**src/rtl/sbr_pkg.sv**
```systemverilog
package sbr_pkg;

    localparam int LANE_W = 9;   // eight data bits plus one parity bit

    typedef enum logic [2:0] {
        OP_NONE,    // ignored edge or no activity while deselected
        OP_DESEL,   // strobe with failing select
        OP_LOAD,    // begin burst at external address
        OP_STEP,    // continue burst at next address
        OP_HOLD     // suspend: repeat current address
    } op_e;

    typedef struct packed {
        op_e  op;
        logic wr;
    } cyc_t;

    function automatic logic [1:0] burst_low(input logic [1:0] base,
                                             input logic [1:0] cnt,
                                             input logic       linear);
        logic [1:0] sum;
        sum = base + cnt;
        return linear ? sum : (base ^ cnt);
    endfunction

    function automatic logic holds_addr(input op_e op);
        return (op == OP_LOAD) || (op == OP_STEP) || (op == OP_HOLD);
    endfunction

endpackage

```
**src/rtl/sbr_ctrl.sv**
```systemverilog
module sbr_ctrl
    import sbr_pkg::*;
#(
    parameter int BYTES = 2
) (
    input  logic             clk,
    input  logic             rst,
    input  logic             sleep_i,
    input  logic             ce_n_i,
    input  logic             sel_hi_i,
    input  logic             sel_lo_n_i,
    input  logic             pstb_n_i,
    input  logic             cstb_n_i,
    input  logic             adv_n_i,
    input  logic             wall_n_i,
    input  logic             wbyte_n_i,
    input  logic [BYTES-1:0] lane_n_i,
    output cyc_t             cyc_o,
    output logic [BYTES-1:0] wmask_o,
    output logic             rd_q_o,
    output logic             sel_q_o,
    output logic             slp1_q_o,
    output logic             slp2_q_o
);

    logic wr_req;
    logic sel_ok;
    logic act_d;

    always_comb begin
        wr_req = !wall_n_i || (!wbyte_n_i && !(&lane_n_i));
        sel_ok = sel_hi_i && !sel_lo_n_i;
        cyc_o  = '{op: OP_NONE, wr: 1'b0};
        if (!slp2_q_o) begin
            if (!pstb_n_i && !ce_n_i) begin
                cyc_o.op = sel_ok ? OP_LOAD : OP_DESEL;
            end else if (!cstb_n_i) begin
                if (!ce_n_i && sel_ok) begin
                    cyc_o.op = OP_LOAD;
                    cyc_o.wr = wr_req;
                end else begin
                    cyc_o.op = OP_DESEL;
                end
            end else if (sel_q_o) begin
                cyc_o.op = adv_n_i ? OP_HOLD : OP_STEP;
                cyc_o.wr = wr_req;
            end
        end
        act_d = holds_addr(cyc_o.op);
    end

    always_comb begin
        if (!cyc_o.wr)
            wmask_o = '0;
        else if (!wall_n_i)
            wmask_o = '1;
        else
            wmask_o = ~lane_n_i;
    end

    always_ff @(posedge clk) begin
        if (rst) begin
            slp1_q_o <= 1'b0;
            slp2_q_o <= 1'b0;
            sel_q_o  <= 1'b0;
            rd_q_o   <= 1'b0;
        end else begin
            slp1_q_o <= sleep_i;
            slp2_q_o <= slp1_q_o;
            sel_q_o  <= act_d;
            rd_q_o   <= act_d && !cyc_o.wr;
        end
    end

endmodule

```
**src/rtl/sbr_burst.sv**
```systemverilog
module sbr_burst
    import sbr_pkg::*;
#(
    parameter int ADDR_W = 6
) (
    input  logic              clk,
    input  logic              rst,
    input  op_e               op_i,
    input  logic              linear_i,
    input  logic [ADDR_W-1:0] addr_i,
    output logic [ADDR_W-1:0] cur_addr_o,
    output logic [ADDR_W-1:0] nxt_addr_o
);

    logic [ADDR_W-1:2] hi_q;
    logic [1:0]        base_q;
    logic [1:0]        cnt_q;
    logic [1:0]        cnt_inc;

    always_comb begin
        cnt_inc    = cnt_q + 2'd1;
        cur_addr_o = {hi_q, burst_low(base_q, cnt_q, linear_i)};
        case (op_i)
            OP_LOAD: nxt_addr_o = addr_i;
            OP_STEP: nxt_addr_o = {hi_q, burst_low(base_q, cnt_inc, linear_i)};
            default: nxt_addr_o = cur_addr_o;
        endcase
    end

    always_ff @(posedge clk) begin
        if (rst) begin
            hi_q   <= '0;
            base_q <= '0;
            cnt_q  <= '0;
        end else if (op_i == OP_LOAD) begin
            hi_q   <= addr_i[ADDR_W-1:2];
            base_q <= addr_i[1:0];
            cnt_q  <= '0;
        end else if (op_i == OP_STEP) begin
            cnt_q  <= cnt_inc;
        end
    end

endmodule

```
**src/rtl/sbr_array.sv**
```systemverilog
module sbr_array
    import sbr_pkg::*;
#(
    parameter int ADDR_W = 6,
    parameter int BYTES  = 2
) (
    input  logic                      clk,
    input  logic [BYTES-1:0]          we_i,
    input  logic [ADDR_W-1:0]         waddr_i,
    input  logic [BYTES*LANE_W-1:0]   wdata_i,
    input  logic [ADDR_W-1:0]         raddr_i,
    output logic [BYTES*LANE_W-1:0]   rdata_o
);

    localparam int DEPTH = 1 << ADDR_W;

    for (genvar g = 0; g < BYTES; g++) begin : g_lane
        logic [LANE_W-1:0] mem [DEPTH];

        always_ff @(posedge clk) begin
            if (we_i[g])
                mem[waddr_i] <= wdata_i[g*LANE_W +: LANE_W];
        end

        assign rdata_o[g*LANE_W +: LANE_W] = mem[raddr_i];
    end

endmodule

```
**src/rtl/sburst_ram.sv**
```systemverilog
module sburst_ram
    import sbr_pkg::*;
#(
    parameter int ADDR_W = 6,
    parameter int BYTES  = 2,
    localparam int DATA_W = BYTES * LANE_W
) (
    input  logic              clk,
    input  logic              rst,
    input  logic              sleep_i,
    input  logic              oe_n_i,
    input  logic              ce_n_i,
    input  logic              sel_hi_i,
    input  logic              sel_lo_n_i,
    input  logic              pstb_n_i,
    input  logic              cstb_n_i,
    input  logic              adv_n_i,
    input  logic              wall_n_i,
    input  logic              wbyte_n_i,
    input  logic [BYTES-1:0]  lane_n_i,
    input  logic              linear_i,
    input  logic [ADDR_W-1:0] addr_i,
    input  logic [DATA_W-1:0] din_i,
    output logic [DATA_W-1:0] dout_o,
    output logic              dout_oe_o
);

    cyc_t              cyc;
    logic [BYTES-1:0]  wmask;
    logic              rd_q;
    logic              sel_q;
    logic              sleep_s1;
    logic              pwr_down;
    logic [ADDR_W-1:0] cur_addr;
    logic [ADDR_W-1:0] nxt_addr;

    sbr_ctrl #(.BYTES(BYTES)) u_ctrl (
        .clk        (clk),
        .rst        (rst),
        .sleep_i    (sleep_i),
        .ce_n_i     (ce_n_i),
        .sel_hi_i   (sel_hi_i),
        .sel_lo_n_i (sel_lo_n_i),
        .pstb_n_i   (pstb_n_i),
        .cstb_n_i   (cstb_n_i),
        .adv_n_i    (adv_n_i),
        .wall_n_i   (wall_n_i),
        .wbyte_n_i  (wbyte_n_i),
        .lane_n_i   (lane_n_i),
        .cyc_o      (cyc),
        .wmask_o    (wmask),
        .rd_q_o     (rd_q),
        .sel_q_o    (sel_q),
        .slp1_q_o   (sleep_s1),
        .slp2_q_o   (pwr_down)
    );

    sbr_burst #(.ADDR_W(ADDR_W)) u_burst (
        .clk        (clk),
        .rst        (rst),
        .op_i       (cyc.op),
        .linear_i   (linear_i),
        .addr_i     (addr_i),
        .cur_addr_o (cur_addr),
        .nxt_addr_o (nxt_addr)
    );

    sbr_array #(.ADDR_W(ADDR_W), .BYTES(BYTES)) u_array (
        .clk     (clk),
        .we_i    (wmask),
        .waddr_i (nxt_addr),
        .wdata_i (din_i),
        .raddr_i (cur_addr),
        .rdata_o (dout_o)
    );

    assign dout_oe_o = rd_q && !oe_n_i && !pwr_down;

endmodule

```
**config.mk**
```make
export PLATFORM = sky130hd
export DESIGN_NAME = sburst_ram
export DESIGN_NICKNAME = d
export VERILOG_FILES = /design/src/rtl/sbr_pkg.sv /design/src/rtl/sbr_ctrl.sv /design/src/rtl/sbr_burst.sv /design/src/rtl/sbr_array.sv /design/src/rtl/sburst_ram.sv
export SDC_FILE = /design/constraint.sdc
export NUM_CORES = 1
export LEC_CHECK = 0
export BUFFER_PORTS_ARGS = -buffer_cell sky130_fd_sc_hd__buf_4
export CORE_UTILIZATION = 35
export CTS_CLUSTER_DIAMETER = 100
export CTS_CLUSTER_SIZE = 20
export DETAILED_ROUTE_END_ITERATION = 7
export GPL_ROUTABILITY_DRIVEN = 0
export PLACE_DENSITY_LB_ADDON = 0.15
export SLEW_MARGIN = 15
export SYNTH_ARGS = -nofsm -noshare
export SYNTH_HDL_FRONTEND = slang
export SYNTH_SLANG_ARGS = --single-unit
```
**constraint.sdc**
```tcl
create_clock -name clk -period 6.45 [get_ports clk]
set_clock_uncertainty 0.05 [all_clocks]
set_input_delay 0.9675 -clock clk [delete_from_list [all_inputs] [get_ports clk]]
set_output_delay 0.9675 -clock clk [all_outputs]
set_load 0.01 [all_outputs]
```
* After elaboration in Yosys (flattened, before gate mapping)
Memories as Yosys holds them, arrays and structs flattened.
Index checks and enable logic that the tools add are counted.
** Word-level totals
- Memories :: 2
- Word-level logic and storage cells :: 57
- Register bits after elaboration :: 12
- Output and inout port bits :: 19
- Input port bits :: 39
- RAM bits :: 1152
** Memories
- u_array.g_lane[0].mem :: words 64, bits a word 9, read ports 1, clocked after Yosys merged registers in 0, write ports 1, line sbr_array.sv:18 : logic [LANE_W-1:0] mem [DEPTH];
- u_array.g_lane[1].mem :: words 64, bits a word 9, read ports 1, clocked after Yosys merged registers in 0, write ports 1, line sbr_array.sv:18
** Operators by class
- Reduce and logical (&&, ||, !) cells :: 21
- Muxes and demuxes :: 18
- Add/sub/neg operators :: 3
- Equality and inequality tests :: 3
- Bitwise logic cells :: 3
** Operators with widths (count)
- $mux W2 :: 6
- $mux W4 :: 3
- $pmux W6 S2 :: 1
- $logic_not A1 Y1 :: 9
- $logic_and A1 B1 Y1 :: 7
- $eq A3 B2 Y1 const B :: 2
- $mux W1 :: 6
- $mux W3 :: 2
- $add A2 B2 Y2 :: 2
- $xor A2 B2 Y2 :: 2
- $eq A3 B3 Y1 const B :: 1
- $logic_or A1 B1 Y1 :: 3
- $add A2 B1 Y2 const B :: 1
- $not A2 Y2 :: 1
- $reduce_and A2 Y1 :: 1
- $reduce_or A2 Y1 :: 1

* Logic depth before layout (Yosys ltp)
Gate-level depths: netlist of the first run.
- Depth after elaboration :: 12
- Gate-level depth with buffers :: 11
- Depth with buffers taken out :: 8

* Hierarchy
Synthesis of the first run repeated with hierarchy kept, for this count alone.
** Second synthesis, totals
- Cell total of the unflattened synthesis :: 2083
- Area, all modules :: 45314.7 um2
** By module, submodules not included
- sbr_array :: instances 1, area each 44604.0 um2, sequential area each 34593.2 um2, cells each 2005
- sbr_burst :: instances 1, area each 447.9 um2, sequential area each 160.2 um2, cells each 48
- sbr_ctrl :: instances 1, area each 250.2 um2, sequential area each 80.1 um2, cells each 29
- sburst_ram :: instances 1, area each 12.5 um2, sequential area each 0.0 um2, cells each 1

* Worst setup path after synthesis of the first run
No wires, ideal clock.
- Path kind :: input port to output port
- Start :: input port linear_i
- End :: output port dout_o[13]
- Required time :: 5.432 ns
- Setup slack :: 2.495 ns
- Data arrival time :: 2.938 ns
- Stages :: 9
- Buffers on the path :: 3
- Path through :: and2_1 buf_2 xnor2_4 buf_4 buf_2 mux4_2 a31oi_1 o21ai_0 o32a_1
** On the way
- Longest elaborated chain between the ends :: 2
** RTL lines
- from (decl) :: line sburst_ram.sv:21 : input logic linear_i,
- $mux W2 :: line sbr_pkg.sv:23 : return linear ? sum : (base ^ cnt);
- $mem_v2 Z64 W9
- to (decl) :: line sburst_ram.sv:24 : output logic [DATA_W-1:0] dout_o,
No other way between the ends.

* Worst setup path in the final report of the first run
- Start :: register u_burst.cnt_q[0]
- End :: output port dout_o[14]
** On the way
- Longest elaborated chain between the ends :: 3
- Elaborated cells on any way between the ends :: 4
- Those cells by class :: 1 x add/sub; 1 x mux; 1 x bitwise; 1 x memory
** RTL lines
- from (decl) :: line sbr_burst.sv:17 : logic [1:0] cnt_q;
- from (signal assigned) :: line sbr_burst.sv:40 : cnt_q <= cnt_inc;
- $add A2 B2 Y2 or $xor A2 B2 Y2 (tied branches) :: line sbr_pkg.sv:22, sbr_pkg.sv:23
- $mux W2 * :: line sbr_pkg.sv:23
- $mem_v2 Z64 W9 *
Mark *: on every way between the ends. The rest lies on a longest branch, timed or not.

==> results of run 1 <==
sequential cells by signal (all words and copies together) (netlist names):
signal,count
u_burst.cnt_q,2
u_burst.hi_q,4
u_ctrl.slp2_q_o,1
u_ctrl.rd_q_o,1
u_ctrl.sel_q_o,1
u_array.g_lane.mem,1152
u_burst.base_q,2
u_ctrl.slp1_q_o,1
synthesized netlist by cell type (all sizes together) (10+ instances only):
master | number | area share (%)
edfxtp | 1152 | 74
mux4 | 209 | 10
nand2 | 157 | 1.3
nor2 | 139 | 1.1
mux2i | 106 | 2.3
clkbuf | 103 | 0.83
nor3 | 84 | 0.90
o21ai | 79 | 0.84
buf | 74 | 0.93
a21oi | 60 | 0.64
a221oi | 49 | 0.92
o22ai | 33 | 0.44
a31oi | 23 | 0.31
nor3b | 21 | 0.34
nand3 | 20 | 0.21
nand3b | 20 | 0.32
o221ai | 19 | 0.36
o211ai | 17 | 0.27
o221a | 17 | 0.41
or3 | 16 | 0.21
a211oi | 14 | 0.22
o32a | 14 | 0.30
dfxtp | 12 | 0.51
a311oi | 10 | 0.19
power by group:
| part | switching, mW | total (mW) | internal (mW) |
|---|---|---|---|
| clock network | 2.41 | 4.45 | 2.04 |
| registers | 0.0110 | 8.32 | 8.31 |
| logic | 0.656 | 1.04 | 0.387 |
stage by stage:
stage | worst slack [ns] | power (mW) | hold WS, ns
6_report | 0.813 | 13.8 | 0.389
5_1_grt | 0.573 | 14.2 | 0.406
4_1_cts | 0.755 | 13.9 | 0.396
3_5_place_dp | 1.35 | 9.55 | 0.382
3_3_place_gp | 1.38 | 9.54 | 0.376
2_1_floorplan | 2.49 | 9.08 | 0.364
area by class of cell:
class	instances	area [µm²]	share of cell area, %
inverters	4	15.0	0.0291
repair buffers	163	1340	2.59
well taps	1755	2200	4.26
clock buffers	83	1820	3.53
diodes	4	10.0	0.0194
clock inverters	3	55.1	0.107
flip-flops and latches	1164	34800	67.6
multi-input cells	1228	11300	21.9
cell usage in the layout, fill, tap and decap left out, types with 12 or more instances in the layout:
master	n
o211ai_1	17
clkbuf_16	71
a21oi_1	60
a31oi_1	18
nor2_1	137
nor3_1	84
o221ai_1	19
nand3b_1	20
o21ai_0	75
clkbuf_1	12
a221oi_1	49
o22ai_1	33
mux2i_1	106
mux4_2	209
edfxtp_1	1152
o221a_2	17
buf_4	154
o32a_1	14
nor3b_1	21
or3_1	16
a211oi_1	14
nand3_1	20
nand2_1	157
kinds of logic after synthesis:
| kind of cell | after synthesis | share of synthesized area [%] |
|---|---|---|
| buf+inv | 181 | 1.79 |
| simple gates | 496 | 4.91 |
| fa+ha+maj | 2 | 0.0534 |
| flops | 1164 | 74.4 |
| xor+xnor | 6 | 0.238 |
| compound gates | 402 | 6.16 |
| mux | 322 | 12.5 |
metal layers:
metal	wire, µm	vias up	global-route usage [%]
li1	-	10600	-
met1	57300	13400	27.3
met2	64600	851	32.1
met3	7490	167	2.55
met4	3510	4	5.29
met5	23	-	0
worst reg2reg max path: cells and delay by family (launching register included):
family,cells,cell delay [ns]
XOR/XNOR,1,0.19
flip-flops,1,0.40
AO/OA/AOI/OAI,1,0.26
adder cells (fa/ha/maj),1,0.24
AND/OR/NAND/NOR,4,2.97
worst min path at each step:
stage                                 endpoint                       start
floorplan           u_ctrl.slp2_q_o$_SDFF_PP0_  u_ctrl.slp1_q_o$_SDFF_PP0_
global placement    u_ctrl.slp2_q_o$_SDFF_PP0_  u_ctrl.slp1_q_o$_SDFF_PP0_
detailed placement  u_ctrl.slp2_q_o$_SDFF_PP0_  u_ctrl.slp1_q_o$_SDFF_PP0_
CTS                 u_ctrl.slp2_q_o$_SDFF_PP0_  u_ctrl.slp1_q_o$_SDFF_PP0_
global route        u_ctrl.slp2_q_o$_SDFF_PP0_  u_ctrl.slp1_q_o$_SDFF_PP0_
finish              u_ctrl.slp2_q_o$_SDFF_PP0_  u_ctrl.slp1_q_o$_SDFF_PP0_
==> results.sh, run 1 <==
export IMPL_status="finished clean"
export IMPL_grt_use_total_pct=19.6
export IMPL_viasPerCell=5.69
export IMPL_cts_buffers=68
export IMPL_cp_slowest_cell="ha_4"
export IMPL_die_h_um=368
export IMPL_drt_pass1_iterations=5
export IMPL_maxCapViolations=0
export IMPL_final_fill_count=12000
export IMPL_drt_iter0_drc=2587
export IMPL_utilization_pct=39.0
export IMPL_cp_end_kind="output port"
export IMPL_drc=0
export IMPL_crit_family="compound AO/OA/AOI/OAI gates"
export IMPL_hold_viol=0
export IMPL_rows=133
export IMPL_cp_depth=9
export IMPL_setup_tns_ns=0
export IMPL_holdBufCountCts=0
export IMPL_grt_max_degree=121
export IMPL_postSynthCellCount=2573
export IMPL_io_pins=58
export IMPL_cp_startpoint="u_burst.cnt_q[0]$_SDFFE_PP0N_"
export IMPL_cp_max_fo=114
export IMPL_worstMarginPinSlew_ns=1.26
export IMPL_initial_core_util_pct=35.4
export IMPL_min_period_over_period_pct=87.4
export IMPL_grt_pass1_vias=25300
export IMPL_synthArstFlopShare_pct=0
export IMPL_finalInstanceArea_um2=51600
export IMPL_gr_total_overflow=0
export IMPL_synth_edf_count=1152
export IMPL_cellPowerDensity_nw_per_um2=268
export IMPL_dp_cells=4314
export IMPL_slew_headroom_pct=16.0
export IMPL_antenna_found_initial=7
export IMPL_hold_path_class="register to register"
export IMPL_max_freq_ghz=0.177
export IMPL_yosysSeqAreaShare_pct=74.4
export IMPL_dpl_hpwl_um=78600
export IMPL_yosys_warnings=0
export IMPL_max_vdd_ir_drop_mv=0.223
export IMPL_port_buffers=57
export IMPL_clk_insertion_delay_late_ns=0.64
export IMPL_layout_nets=2670
export IMPL_cts_tree="yes"
export IMPL_syn_nets=2614
export IMPL_synth_flop_cell="edfxtp_1"
export IMPL_grt_pass1_wl_um=191000
export IMPL_dieArea_um2=135000
export IMPL_crit_buf_inv=3
export IMPL_path_class="register to output port"
export IMPL_required_ns=5.43
export IMPL_dieWidth_um=368
export IMPL_synthesis_area_um2=46800
export IMPL_cts_root_buf="clkbuf_16"
export IMPL_postCtsSetupRepairBufs=0
export IMPL_area_delta_synth_final_pct=10.1
export IMPL_critPathMaxStageDelay_ns=0.79
export IMPL_clockBufferDepth=3
export IMPL_antenna_left=0
export IMPL_syn_avg_cell_area_um2=18.2
export IMPL_cp_data_arrival_time_ns=4.62
export IMPL_setup_violations=0
export IMPL_wl_um=133000
export IMPL_rsz0062_at_grt="no"
export IMPL_holdPathStages=1
export IMPL_wire_per_inst_um=30.2
export IMPL_crit_chain="inv_1, ha_4, buf_12, mux4_2, nand2_1, a21oi_1, a311oi_1, a32oi_1, buf_4"
export IMPL_htreeDepth=3
export IMPL_clkSinkCount=1164
export IMPL_cts_resized=0
export IMPL_critPathCapture="dout_o[14]"
export IMPL_cp_start_kind="register"
export IMPL_final_cells=4404
export IMPL_rr_endpoint="u_array.g_lane[0].mem[62][2]$_DFFE_PP_"
export IMPL_report_final_slew_viol_count=0
export IMPL_drive_gt1_share_pct=19.2
export IMPL_yosys_cell_types_count=65
export IMPL_rr_startpoint="u_burst.base_q[0]$_SDFFE_PP0N_"
export IMPL_num_vias=25100
export IMPL_r2r_worst_path_cells=7
export IMPL_clkTransAtPathRegs_ns=0.08
export IMPL_placed_area_um2=49700
export IMPL_reg2reg_setup_slack_ns=1.98
export IMPL_synth_seq_cells=1164
export IMPL_p_leak_nw=15.6
export IMPL_min_period_ns=5.64
export IMPL_core_area_um2=132000
No activity file was read; power rests on OpenSTA's default activity.
==> run 2, diff against run 1 <==
--- a/config.mk
+++ b/config.mk
@@ -6,11 +6,12 @@
 export NUM_CORES = 1
 export LEC_CHECK = 0
 export BUFFER_PORTS_ARGS = -buffer_cell sky130_fd_sc_hd__buf_4
-export CORE_UTILIZATION = 35
+export CORE_UTILIZATION = 33
 export CTS_CLUSTER_DIAMETER = 100
 export CTS_CLUSTER_SIZE = 20
 export DETAILED_ROUTE_END_ITERATION = 7
 export GPL_ROUTABILITY_DRIVEN = 0
+export GPL_TIMING_DRIVEN = 0
 export PLACE_DENSITY_LB_ADDON = 0.15
 export SLEW_MARGIN = 15
 export SYNTH_ARGS = -nofsm -noshare
==> results.sh, run 2 (synthesis results as in run 1) <==
export IMPL_crit_chain="inv_1, ha_1, buf_2, buf_2, clkdlybuf4s15_2, clkbuf_2, nand2b_1, o21ai_0, o21ai_1, o32a_1, buf_4"
export IMPL_cp_depth=11
export IMPL_antenna_found_initial=11
export IMPL_largest_register_ffs=1152
export IMPL_layout_nets=2780
export IMPL_viasPerCell=5.87
export IMPL_hold_viol=0
export IMPL_r2r_worst_path_cells=10
export IMPL_worstMarginPinSlew_ns=1.40
export IMPL_grt_pass1_wl_um=226000
export IMPL_rows=137
export IMPL_wire_per_inst_um=35.8
export IMPL_dieArea_um2=143000
export IMPL_critPathMaxStageDelay_ns=0.63
export IMPL_rr_startpoint="u_burst.cnt_q[0]$_SDFFE_PP0N_"
export IMPL_num_vias=27200
export IMPL_required_ns=5.43
export IMPL_max_flop_register="u_array.g_lane.mem"
export IMPL_cts_root_buf="clkbuf_16"
export IMPL_antenna_left=0
export IMPL_critPathCapture="dout_o[17]"
export IMPL_report_final_slew_viol_count=0
export IMPL_core_area_um2=140000
export IMPL_gr_total_overflow=0
export IMPL_clkTransAtPathRegs_ns=0.09
export IMPL_cp_slowest_cell="clkdlybuf4s15_2"
export IMPL_max_freq_ghz=0.157
export IMPL_htreeDepth=3
export IMPL_dieWidth_um=379
export IMPL_whs_ns=0.399
export IMPL_final_fill_count=13000
export IMPL_cp_end_kind="output port"
export IMPL_cp_startpoint="u_burst.cnt_q[0]$_SDFFE_PP0N_"
export IMPL_rsz0062_at_grt="no"
export IMPL_path_class="register to output port"
export IMPL_wl_um=166000
export IMPL_cp_data_arrival_time_ns=5.33
export IMPL_reg2reg_setup_slack_ns=0.70
export IMPL_port_buffers=57
export IMPL_drt_iter0_drc=3924
export IMPL_worst_path_most_repeated_cell="buf_2"
export IMPL_cts_buffers=69
export IMPL_final_common_cell="edfxtp_1"
export IMPL_layout_common_cells="edfxtp_1 (1152), mux4_2 (209), nand2_1 (157), nor2_1 (121), mux2i_1 (106)"
export IMPL_slew_headroom_pct=6.89
export IMPL_clk_insertion_delay_late_ns=0.68
export IMPL_setup_violations=0
export IMPL_min_period_ns=6.35
export IMPL_clkSinkCount=1164
export IMPL_postCtsSetupRepairBufs=0
export IMPL_die_h_um=379
export IMPL_placed_area_um2=50100
export IMPL_max_vdd_ir_drop_mv=0.176
export IMPL_cp_max_fo=10
export IMPL_cellPowerDensity_nw_per_um2=270
export IMPL_initial_core_util_pct=33.4
export IMPL_maxCapViolations=0
export IMPL_io_pins=58
export IMPL_grt_max_degree=65
export IMPL_drt_pass1_iterations=8
export IMPL_area_delta_synth_final_pct=11.3
export IMPL_hold_path_class="register to register"
export IMPL_grt_use_total_pct=23.1
export IMPL_drive_gt1_share_pct=20.4
export IMPL_drc=0
export IMPL_cts_tree="yes"
export IMPL_grt_pass1_vias=27000
export IMPL_min_period_over_period_pct=98.5
export IMPL_crit_family="buffers and inverters"
export IMPL_p_leak_nw=15.7
export IMPL_clockBufferDepth=3
export IMPL_biggestRegsByFlops="u_array.g_lane.mem: 1152 flops, u_burst.hi_q: 4 flops"
export IMPL_cp_start_kind="register"
export IMPL_finalInstanceArea_um2=52200
export IMPL_holdBufCountCts=0
export IMPL_crit_buf_inv=6
export IMPL_setup_tns_ns=0
export IMPL_status="finished clean"
export IMPL_dpl_hpwl_um=114000
export IMPL_rr_endpoint="u_array.g_lane[1].mem[50][4]$_DFFE_PP_"
## run 2: changes by cell type in the layout (fill, tap and decap cells not counted), sizes merged
cell           previous run  this run
clkbuf                   83       186
inv                       3         9
buf                     163       167
clkdlybuf4s15             0         2
clkinv                    3         5
diode                     4         2
bufinv                    1         0
## run 2: layout make-up
| cell class | instances | area (µm²) | area share (%) |
|---|---|---|---|
| inverters | 4 | 15.0 | 0.0288 |
| clock inverters | 10 | 92.6 | 0.178 |
| repair buffers | 96 | 759 | 1.46 |
| plain buffers | 176 | 862 | 1.65 |
| clock buffers | 83 | 1820 | 3.49 |
| well taps | 1876 | 2350 | 4.50 |
| multi-input cells | 1228 | 11400 | 21.9 |
| flip-flops and latches | 1164 | 34800 | 66.8 |
| diodes | 2 | 5.00 | 0.00960 |
## run 2: how the worst min path moves through the flow
stage,from,endpoint,slack (ns),depth (start not counted)
2_1_floorplan,u_ctrl.slp1_q_o$_SDFF_PP0_,u_ctrl.slp2_q_o$_SDFF_PP0_,0.36,1
3_3_place_gp,u_ctrl.slp1_q_o$_SDFF_PP0_,u_ctrl.slp2_q_o$_SDFF_PP0_,0.38,1
3_5_place_dp,u_ctrl.slp1_q_o$_SDFF_PP0_,u_ctrl.slp2_q_o$_SDFF_PP0_,0.39,1
4_1_cts,rst,u_ctrl.sel_q_o$_SDFF_PP0_,0.38,2
5_1_grt,rst,u_ctrl.sel_q_o$_SDFF_PP0_,0.40,2
6_report,u_ctrl.slp1_q_o$_SDFF_PP0_,u_ctrl.slp2_q_o$_SDFF_PP0_,0.40,1
## run 2: where the power goes
group          total (mW)  internal (mW)  leakage (nW)  switching, mW
clock network        4.54           2.03         0.939           2.51
registers            8.31           8.31          10.4        0.00450
logic                1.26          0.401          4.35          0.855
## run 2: per-layer routing
metal | routed length, µm | GRT usage (%)
met1 | 68900 | 31.6
met2 | 74600 | 35.3
met3 | 14500 | 5.48
met4 | 7990 | 9.53
met5 | 204 | 0.892
## run 2: what timing repair did
action                                  CTS  global route
pin swaps                                 0             0
endpoints found under the setup margin   12             3
gates resized for setup                  11             5
endpoints found under the hold margin     0             0
## run 2: through the flow
stage	util (%)	power [mW]	cells	setup slack, ns
6_report	37.2	14.1	4639	0.0982
3_5_place_dp	35.8	9.72	4544	0.145
2_1_floorplan	-	9.08	2573	2.49
4_1_cts	37.1	14.2	4636	0.0154
3_3_place_gp	35.4	9.70	4506	0.130
5_1_grt	37.2	14.4	4637	0.0114
## run 2: worst reg2reg max path: cells and delay by family, from the launching register on
family | cells | cell delay [ns]
and+or+nand+nor | 2 | 2.14
buffers and inverters | 4 | 1.29
AOI/OAI and AO/OA | 3 | 1.06
DFF | 1 | 0.46
adders and majority gates | 1 | 0.33
